--- src/rtl/prbs_pkg.sv ---
`timescale 1ns/1ps
package prbs_pkg;

  // Register length and feedback taps (stage numbers count from 1).
  localparam int unsigned PRBS_W          = 7;
  localparam int unsigned PRBS_TAP_HI     = 7;
  localparam int unsigned PRBS_TAP_LO     = 6;
  // Default stages feeding the leading outputs.
  localparam int unsigned PRBS_NEAR_STAGE = 4;
  localparam int unsigned PRBS_FAR_STAGE  = 1;

  typedef logic [PRBS_W-1:0] prbs_state_t;

  // Linear part of the feedback.
  function automatic logic prbs_xor_taps(input prbs_state_t s);
    return s[PRBS_TAP_HI-1] ^ s[PRBS_TAP_LO-1];
  endfunction

  // All-zero lock-up detection.
  function automatic logic prbs_is_lockup(input prbs_state_t s);
    return ~|s;
  endfunction

  // Bit entering stage 1: XOR feedback, forced to 1 from lock-up.
  function automatic logic prbs_feed(input prbs_state_t s);
    return prbs_xor_taps(s) | prbs_is_lockup(s);
  endfunction

endpackage

--- src/rtl/prbs_shift_core.sv ---
`timescale 1ns/1ps
module prbs_shift_core
  import prbs_pkg::*;
#(
  parameter int unsigned NEAR_STAGE = PRBS_NEAR_STAGE,
  parameter int unsigned FAR_STAGE  = PRBS_FAR_STAGE
) (
  input  logic clk,
  input  logic rst,
  input  logic en,
  output logic main_bit,
  output logic near_bit,
  output logic far_bit
);

  prbs_state_t stage_q;
  prbs_state_t stage_d;
  logic        lockup_w;
  logic        feed_w;

  assign lockup_w = prbs_is_lockup(stage_q);
  assign feed_w   = prbs_feed(stage_q);

  always_comb begin
    if (en) stage_d = {stage_q[PRBS_W-2:0], feed_w};
    else    stage_d = stage_q;
  end

  always_ff @(posedge clk) begin
    if (rst) stage_q <= '0;
    else     stage_q <= stage_d;
  end

  assign main_bit = stage_q[PRBS_W-1];
  assign near_bit = stage_q[NEAR_STAGE-1];
  assign far_bit  = stage_q[FAR_STAGE-1];

  // reset clears the register.
  assert_reset_clear_R1: assert property (@(posedge clk)
    rst |=> (stage_q == '0));

  // lock-up recovery loads a single one into stage 1.
  assert_autostart_R2: assert property (@(posedge clk) disable iff (rst)
    (en && lockup_w) |=> (stage_q == prbs_state_t'(1)));

  // enabled edges shift every stage up by one.
  assert_shift_R3: assert property (@(posedge clk) disable iff (rst)
    en |=> (stage_q[PRBS_W-1:1] == $past(stage_q[PRBS_W-2:0])));

  // a running register never falls back into lock-up.
  assert_no_lockup_R5: assert property (@(posedge clk) disable iff (rst)
    (en && !lockup_w) |=> !lockup_w);

  // disabled edges leave the register untouched.
  assert_hold_R8: assert property (@(posedge clk) disable iff (rst)
    !en |=> $stable(stage_q));

endmodule

--- src/rtl/prbs_trig_div.sv ---
`timescale 1ns/1ps
module prbs_trig_div (
  input  logic clk,
  input  logic rst,
  input  logic en,
  output logic trig
);

  logic trig_q;

  always_ff @(posedge clk) begin
    if (rst)     trig_q <= 1'b0;
    else if (en) trig_q <= ~trig_q;
  end

  assign trig = trig_q;

  // every enabled edge inverts the trigger.
  assert_toggle_R7: assert property (@(posedge clk) disable iff (rst)
    en |=> (trig_q != $past(trig_q)));

  // disabled edges freeze the trigger.
  assert_trig_hold_R8: assert property (@(posedge clk) disable iff (rst)
    !en |=> $stable(trig_q));

endmodule

--- src/rtl/prbs_autostart_gen.sv ---
`timescale 1ns/1ps
module prbs_autostart_gen
  import prbs_pkg::*;
#(
  parameter int unsigned NEAR_STAGE = PRBS_NEAR_STAGE,
  parameter int unsigned FAR_STAGE  = PRBS_FAR_STAGE
) (
  input  logic clk,
  input  logic rst,
  input  logic en,
  output logic prbs_out,
  output logic lead3_out,
  output logic lead6_out,
  output logic trig_out
);

  localparam int unsigned NEAR_LEAD = PRBS_W - NEAR_STAGE;
  localparam int unsigned FAR_LEAD  = PRBS_W - FAR_STAGE;
  localparam int unsigned RUN_W     = $clog2(FAR_LEAD + 1);

  logic main_w, near_w, far_w, trig_w;

  prbs_shift_core #(
    .NEAR_STAGE (NEAR_STAGE),
    .FAR_STAGE  (FAR_STAGE)
  ) core_i (
    .clk      (clk),
    .rst      (rst),
    .en       (en),
    .main_bit (main_w),
    .near_bit (near_w),
    .far_bit  (far_w)
  );

  prbs_trig_div trig_i (
    .clk  (clk),
    .rst  (rst),
    .en   (en),
    .trig (trig_w)
  );

  assign prbs_out  = main_w;
  assign lead3_out = near_w;
  assign lead6_out = far_w;
  assign trig_out  = trig_w;

  // Consecutive enabled edges since reset or the last pause, saturating.
  logic [RUN_W-1:0] run_q;
  always_ff @(posedge clk) begin
    if (rst || !en)                   run_q <= '0;
    else if (run_q != RUN_W'(FAR_LEAD)) run_q <= run_q + 1'b1;
  end

  // the main bit equals each leading tap from the matching number of edges earlier.
  assert_near_lead_R6: assert property (@(posedge clk) disable iff (rst)
    (run_q >= RUN_W'(NEAR_LEAD)) |-> (main_w == $past(near_w, NEAR_LEAD)));

  assert_far_lead_R6: assert property (@(posedge clk) disable iff (rst)
    (run_q >= RUN_W'(FAR_LEAD)) |-> (main_w == $past(far_w, FAR_LEAD)));

endmodule

--- config.mk ---
export PLATFORM = sky130hd
export DESIGN_NAME = prbs_autostart_gen
export DESIGN_NICKNAME = d
export VERILOG_FILES = /design/src/rtl/prbs_pkg.sv /design/src/rtl/prbs_shift_core.sv /design/src/rtl/prbs_trig_div.sv /design/src/rtl/prbs_autostart_gen.sv
export SDC_FILE = /design/constraint.sdc
export NUM_CORES = 1
export LEC_CHECK = 0
export BUFFER_PORTS_ARGS = -buffer_cell sky130_fd_sc_hd__clkbuf_2
export CORE_AREA = 2 2 39 41
export DETAILED_ROUTE_END_ITERATION = 6
export DIE_AREA = 0 0 41 43
export PLACE_DENSITY = 0.47
export RECOVER_POWER = 50
export SLEW_MARGIN = 20
export SYNTH_ARGS = -nofsm -noshare
export SYNTH_HDL_FRONTEND = slang
export SYNTH_HIERARCHICAL = 1
export SYNTH_SLANG_ARGS = --single-unit
--- constraint.sdc ---
create_clock -name clk -period 1.8 [get_ports clk]
set_clock_uncertainty 0.1 [all_clocks]
set_input_delay 0.09 -clock clk [delete_from_list [all_inputs] [get_ports clk]]
set_output_delay 0.09 -clock clk [all_outputs]
set_load 0.01 [all_outputs]
**Word level (Yosys, flattened, before mapping)**

Index checks and enable logic that the tools add are counted.

- Flip-flop bits (word level): 8
- Input bits: 3
- Output and inout bits: 4
- Word-level logic and storage cells: 7

- Bitwise operators: 3
- Reductions and logical operators: 2

Operators with widths:

| kind | number |
|---|---|
| $reduce_or A7 Y1 | 1 |
| $logic_not A1 Y1 | 1 |
| $not A1 Y1 | 1 |
| $or A1 B1 Y1 | 1 |
| $xor A1 B1 Y1 | 1 |

**Longest topological paths before layout**

Gate-level depths: netlist of run 1.

- Depth after elaboration: 3
- Mapped depth: 3
- Gate-level depth less buffers: 3

**Hierarchy**

Netlist of run 1, hierarchy kept.

Modules (own cells, without submodules):

| module | instances | cells an instance | area each (µm²) | seq. area each (µm²) |
|---|---|---|---|---|
| prbs_shift_core | 1 | 25 | 266.5 | 140.1 |
| prbs_trig_div | 1 | 3 | 32.5 | 20.0 |

**Worst setup path after synthesis of run 1**

OpenSTA, ideal clock, no wires.

- Path kind: flip-flop to flip-flop
- Start point: reg core_i.stage_q[6]
- End point: reg core_i.stage_q[0]
- Library setup time: 73 ps
- Data arrival time: 1280 ps
- Required time: 1627 ps
- Path slack: 347 ps
- Stages on the path, launching flop included: 4
- Path buffers: 0
- Clock period less this slack: 1453 ps
- Path through: dfxtp_1 > or4_1 > o311a_1 > nor3_2

- Word-level cells in the longest chain between the ends: 3
- Elaborated cells on any way between the ends: 4

RTL lines:

| what | RTL line | RTL |
|---|---|---|
| start: declaration | prbs_shift_core.sv:16 | `prbs_state_t stage_q;` |
| start signal: assignment | prbs_shift_core.sv:31 | `else stage_q <= stage_d;` |
| $reduce_or A7 Y1 | prbs_pkg.sv:21 | `return ~\|s;` |
| $logic_not A1 Y1 | n/a |  |
| $or A1 B1 Y1 * | prbs_pkg.sv:26 | `return prbs_xor_taps(s) \| prbs_is_lockup(s);` |

Every way passes the cells marked *; elsewhere a longest branch is shown, timed or not.
A chain may end at the register's enable or synchronous reset.

**Worst setup path in the final report of run 1**

Same ends and word-level chain as after synthesis.

==> impl_results.md, run 1 <==
* R2R setup slack at 0.33 ns
* CTS max path bufs at 2
* Cts repair resizes at 0
* Worst-Skew Late Latency at roughly 0.25 ns
* Reg2Reg Depth at 3
* Total track usage at 8.560%
* Final Net Count at 41
* Layout cells sized above 1 at 27.78%
* P per Cell Area at 951.2 nW/um^2
* CTS Root Cell: clkbuf_4
* Setup crit end kind: flip-flop
* Least-Margin Pin Slew at 0.2534 ns
* Hold endpoint: trig_i/trig$_SDFFE_PP0P_
* Slew Viols, Final at 0
* Total design power at 349.9 uW
* Vias in the first global route at 209
* Worst hold-check path type: in -> reg
* DRC at 0
* CP bufs+invs at 0
* Post-Syn Instances at 28
* DR pass1 iterations at 2
* Hold slack at 0.03372 ns
* Critical Path Slowest Stage Cell: or4_1
* Hold Crit Start: rst
* RSZ-0062 raised after global routing: no
* Worst Setup Start Kind: flip-flop
* Post-Syn Area at approximately 300 sq um
* TritonCTS Buffers at 3
* DR WL/cell at 9.750 um
* Final WL at 507 um
* Die height at 43 um
* Status: finished clean
* Setup ws final at 0.3346 ns
* Layout area overhead at 23.01%
* Global-route wire length before repair at around 890 um
* Starting Density at 21.61%
* # H-tree levels at 1
* Antenna-violating nets left at 0
* MaxCap Viol Count at 0
* Worst Setup SP: core_i/stage_q[6]$_SDFFE_PP0P_
* Pin count of the biggest net entering global routing at 10
* Worst EP required at ~1.9 ns
* FF-to-FF End: core_i/stage_q[0]$_SDFFE_PP0P_
* CTS tree: done
* Final Cycle Share at 81.41%
* Final Non-Filler Cells at 52
* Top Family by Delay on Critical Path: simple AND/OR/NAND/NOR gates
* FMAX at a little under 700 MHz
* Initial antenna violation count at 0
* Final Hold Vio Count at 0
* I/O pin total at 7
* Hold-fix buffers at CTS at 0
* Row count at 14
* IO Port Bufs at 6
* DIE AREA at 1763 sq um
* Post-CTS setup buffer count at 0
* Critical Path AT at between 1.5 and 2 ns
* Pleak at 0.1703 nW
* Via count at 226
* Setup_tns at 0 ns
* Min Tclk post-route at 1.465 ns
* Synth Area per Inst at 10.68 sq um
* Core area at 1384 sq um
* RD Place Congestion at 0.7428
* Post-Syn Nets at 31
* Worst path cell trace: or4_1 -> o311a_1 -> nor3_2
* Critical path peak fanout at 4
* Dpl cell area at around 350 sq um
* DR vias/cell at 4.346
* Synth Warn # at 6
* Clk sinks at 8
* Design Area, Final at 367.9 sq um
* Seq/Total Area, Yosys at 53.56%
* FF+latch count, synth at 8
* Library cells used by synthesis at 8
* Initial drt markers at 6
* Critical Setup Path Class: reg -> reg
* Dpl ws at approximately 0.34 ns
* Reg2reg start: core_i/stage_q[6]$_SDFFE_PP0P_
* Diode count at 0
* Crit path largest cell delay at 0.52 ns
* Reg clk slew, reported paths at 0.05 ns
* Setup Viol. Count Final at 0
* Hold Path Depth at 2
* Max rail drop VDD at 0.4698 mV
* Post-route core utilization at 26.58%
* GRT overflow at 0
* Most frequent cells in the layout: 8 x nor2_1, 8 x dfxtp_1, 6 x mux2i_1, 6 x clkbuf_2, 3 x clkbuf_4
* Inst Count DP at 49
* Die width at 41 um
* Worst slew margin at 83.11%
routing by layer:
metal	track usage [%]	vias up	part of all wire (%)
met5	0	-	0
met4	6.000	0	0
met3	9.424	0	11
met2	9.688	10	44
met1	8.766	103	45
li1	-	113	-
cells by family after synthesis:
| kind of cell | share of synthesized area, % |
|---|---|
| buffers and inverters | 1.254 |
| flip-flops | 53.56 |
| AND/OR/NAND/NOR | 15.90 |
| XOR/XNOR | 5.859 |
| multiplexers | 20.08 |
| AO/OA/AOI/OAI | 3.347 |
layout make-up:
cell class              instances  area (sq um)
clock buffers                   3         22.52
fillers                       149          1016
multi-input cells              19         135.1
flip-flops and latches          8         160.2
well taps                      16         20.02
repair buffers                  6         30.03
registers in the layout (all words and copies together), names as in the netlist:
name and flops:
core_i/stage_q 7, trig_i/trig 1
worst max path at each step:
stage	end	slack, ns	cells past startpoint
floorplan	core_i/stage_q[0]$_SDFFE_PP0P_	0.35	3
global placement	core_i/stage_q[0]$_SDFFE_PP0P_	0.37	3
detailed placement	core_i/stage_q[0]$_SDFFE_PP0P_	0.34	3
CTS	core_i/stage_q[0]$_SDFFE_PP0P_	0.33	3
global route	core_i/stage_q[0]$_SDFFE_PP0P_	0.30	3
finish	core_i/stage_q[0]$_SDFFE_PP0P_	0.33	3
synthesized netlist by cell type, drive strengths merged:
| cell type | n | area, sq um |
|---|---|---|
| dfxtp | 8 | 160.2 |
| nor2 | 8 | 30.03 |
| mux2i | 6 | 60.06 |
| xnor2 | 2 | 17.52 |
| clkbuf | 1 | 3.750 |
| nor3 | 1 | 10.01 |
| o311a | 1 | 10.01 |
| or4 | 1 | 7.510 |
power by group:
group          internal, mW  switching [mW]  leakage [nW]
registers             0.184         0.00510        0.0652
clock network        0.0758          0.0541        0.0138
logic                0.0149          0.0158        0.0914
Power figures use the tool's default switching activity.
==> run 2, diff against run 1 <==
--- a/config.mk
+++ b/config.mk
@@ -9,7 +9,7 @@
 export CORE_AREA = 2 2 39 41
 export DETAILED_ROUTE_END_ITERATION = 6
 export DIE_AREA = 0 0 41 43
-export PLACE_DENSITY = 0.47
+export PLACE_DENSITY = 0.48
 export RECOVER_POWER = 50
 export SLEW_MARGIN = 20
 export SYNTH_ARGS = -nofsm -noshare
==> constraint.sdc (replaced) <==
create_clock -name clk -period 1.3 [get_ports clk]
set_clock_uncertainty 0.1 [all_clocks]
set_input_delay 0.065 -clock clk [delete_from_list [all_inputs] [get_ports clk]]
set_output_delay 0.065 -clock clk [all_outputs]
set_load 0.01 [all_outputs]
==> impl_results.md, run 2 (same netlist as run 1, synthesis figures left out) <==
* IO Port Bufs at 6 (unchanged)
* Total track usage at 7.855% (-0.70 points)
* Initial antenna violation count at 0 (unchanged)
* Min Tclk post-route at 1.438 ns (-0.02740 ns)
* Final WL at 526 um (+3.7%)
* DR WL/cell at 9.228 um (-5.4%)
* Final Net Count at 46 (+12%)
* Worst-Skew Late Latency at 0.25 ns (about the same)
* Pin count of the biggest net entering global routing at 10 (unchanged)
* TritonCTS Buffers at 3 (unchanged)
* DR pass1 iterations at 3 (+1)
* Dpl ws at -0.1336 ns (-0.4768 ns)
* Initial drt markers at 8 (+2)
* Failing checks: negative setup slack
* CTS tree: done
* Row count at 14 (unchanged)
* RD Place Congestion at 0.6815 (-8.3%)
* Commonest non-fill, non-tap cell in the layout: nor2_1
* P per Cell Area at 1225 nW/um^2 (+29%)
* Global-route wire length before repair at 834 um (-6.3%)
* Design Area, Final at 405.4 sq um (+10%)
* Starting Density at 21.61% (unchanged)
* RSZ-0062 raised after global routing: yes
* CTS Root Cell: clkbuf_4
* Dpl cell area at 376.6 sq um (+9.1%)
* Worst EP required at 1.38 ns (-0.50 ns)
* GRT overflow at 0 (unchanged)
* Via count at 237 (+4.9%)
* Worst hold-check path type: in -> reg
* Hold Path Depth at 3 (+1)
* Critical Path AT at 1.52 ns (-0.03 ns)
* Status: finished, violations left
* Critical Setup Path Class: reg -> reg
* Antenna-violating nets left at 0 (unchanged)
* Setup ws final at -0.1380 ns (-0.4726 ns)
* Vias in the first global route at 214 (+2.4%)
* Most flops, register: core_i/stage_q
* Hold slack at 0.1459 ns (+0.1122 ns)
* Reg2Reg Depth at 3 (unchanged)
* Setup crit end kind: flip-flop
* Post-route core utilization at 29.29% (+2.7 points)
* CTS max path bufs at 2 (unchanged)
* Final Cycle Share at 110.6% (+29 points)
* Reg clk slew, reported paths at 0.06 ns (about the same)
* Total design power at 496.6 uW (+42%)
* Cts repair resizes at 0 (unchanged)
* # fillers at 158 (+6.0%)
* Setup Viol. Count Final at 1 (+1)
* DR vias/cell at 4.158 (-4.3%)
* DIE AREA at 1763 sq um (unchanged)
* Die height at 43 um (unchanged)
* Final Hold Vio Count at 0 (unchanged)
* Max FFs per register at 7 (unchanged)
* Worst Setup Start Kind: flip-flop
* Critical path peak fanout at 2 (-2)
* # H-tree levels at 1 (unchanged)
* Pleak at 0.1924 nW (+13%)
* Max rail drop VDD at 0.3893 mV (-17%)
* Inst Count DP at 53 (+8.2%)
* MaxCap Viol Count at 0 (unchanged)
* FMAX at 695.4 MHz (+1.9%)
* I/O pin total at 7 (unchanged)
* Layout cells sized above 1 at 34.15% (+6.4 points)
* Most frequent cells in the layout: 8 x nor2_1, 7 x dfxtp_1, 6 x mux2i_1, 6 x clkbuf_2
* Least-Margin Pin Slew at 0.2559 ns (+0.002551 ns)
* Diode count at 0 (unchanged)
* DRC at 0 (unchanged)
* Die width at 41 um (unchanged)
* Worst slew margin at 82.94% (-0.17 points)
* Slew Viols, Final at 0 (unchanged)
* Clk sinks at 8 (unchanged)
* Layout area overhead at 35.56%
* Final Non-Filler Cells at 57 (+9.6%)
* Setup_tns at -0.1380 ns (-0.1380 ns)
* Core area at 1384 sq um (unchanged)
## run 2: per-layer routing
layer	up-vias	part of all wire, %	global-route usage [%]	routed length (um)
met5	-	0	0	0
met2	6	42	8.438	223
met1	106	50	9.740	262
met4	0	0	8.000	0
met3	0	7.6	4.712	40
li1	125	-	-	-
## run 2: layout make-up
class	count	area (sq um)	area share, %
clock buffers	3	22.52	5.556
well taps	16	20.02	4.938
multi-input cells	19	135.1	33.33
repair buffers	11	66.31	16.36
flip-flops and latches	8	161.4	39.81
## run 2: report_power, final
| part | switching (mW) | internal [mW] | leakage, nW |
|---|---|---|---|
| Clock | 0.0814 | 0.105 | 0.0138 |
| Sequential | 0.00634 | 0.255 | 0.0657 |
| Combinational | 0.0233 | 0.0254 | 0.113 |
| Total | 0.111 | 0.385 | 0.192 |
## run 2: final timing paths
kind / start / slack [ns] / end
setup / recovery: core_i/stage_q[6]$_SDFFE_PP0P_ / -0.14 / core_i/stage_q[0]$_SDFFE_PP0P_
hold / removal: en / 0.15 / trig_i/trig$_SDFFE_PP0P_
setup reg to reg: core_i/stage_q[6]$_SDFFE_PP0P_ / -0.14 / core_i/stage_q[0]$_SDFFE_PP0P_
hold reg to reg: trig_i/trig$_SDFFE_PP0P_ / 0.42 / trig_i/trig$_SDFFE_PP0P_
## run 2: critical path, stage by stage (launching register included)
cell     delay [ns]
dfxtp_2        0.31
or4_1          0.52
o311a_1        0.31
nor3_2         0.14
## run 2: what timing repair did
| item | in CTS | in global routing |
|---|---|---|
| buffers inserted | 0 | 0 |
| hold endpoints to repair | 5 | 0 |
| hold buffers | 1 | 0 |
| endpoints found under the setup margin | 1 | 1 |
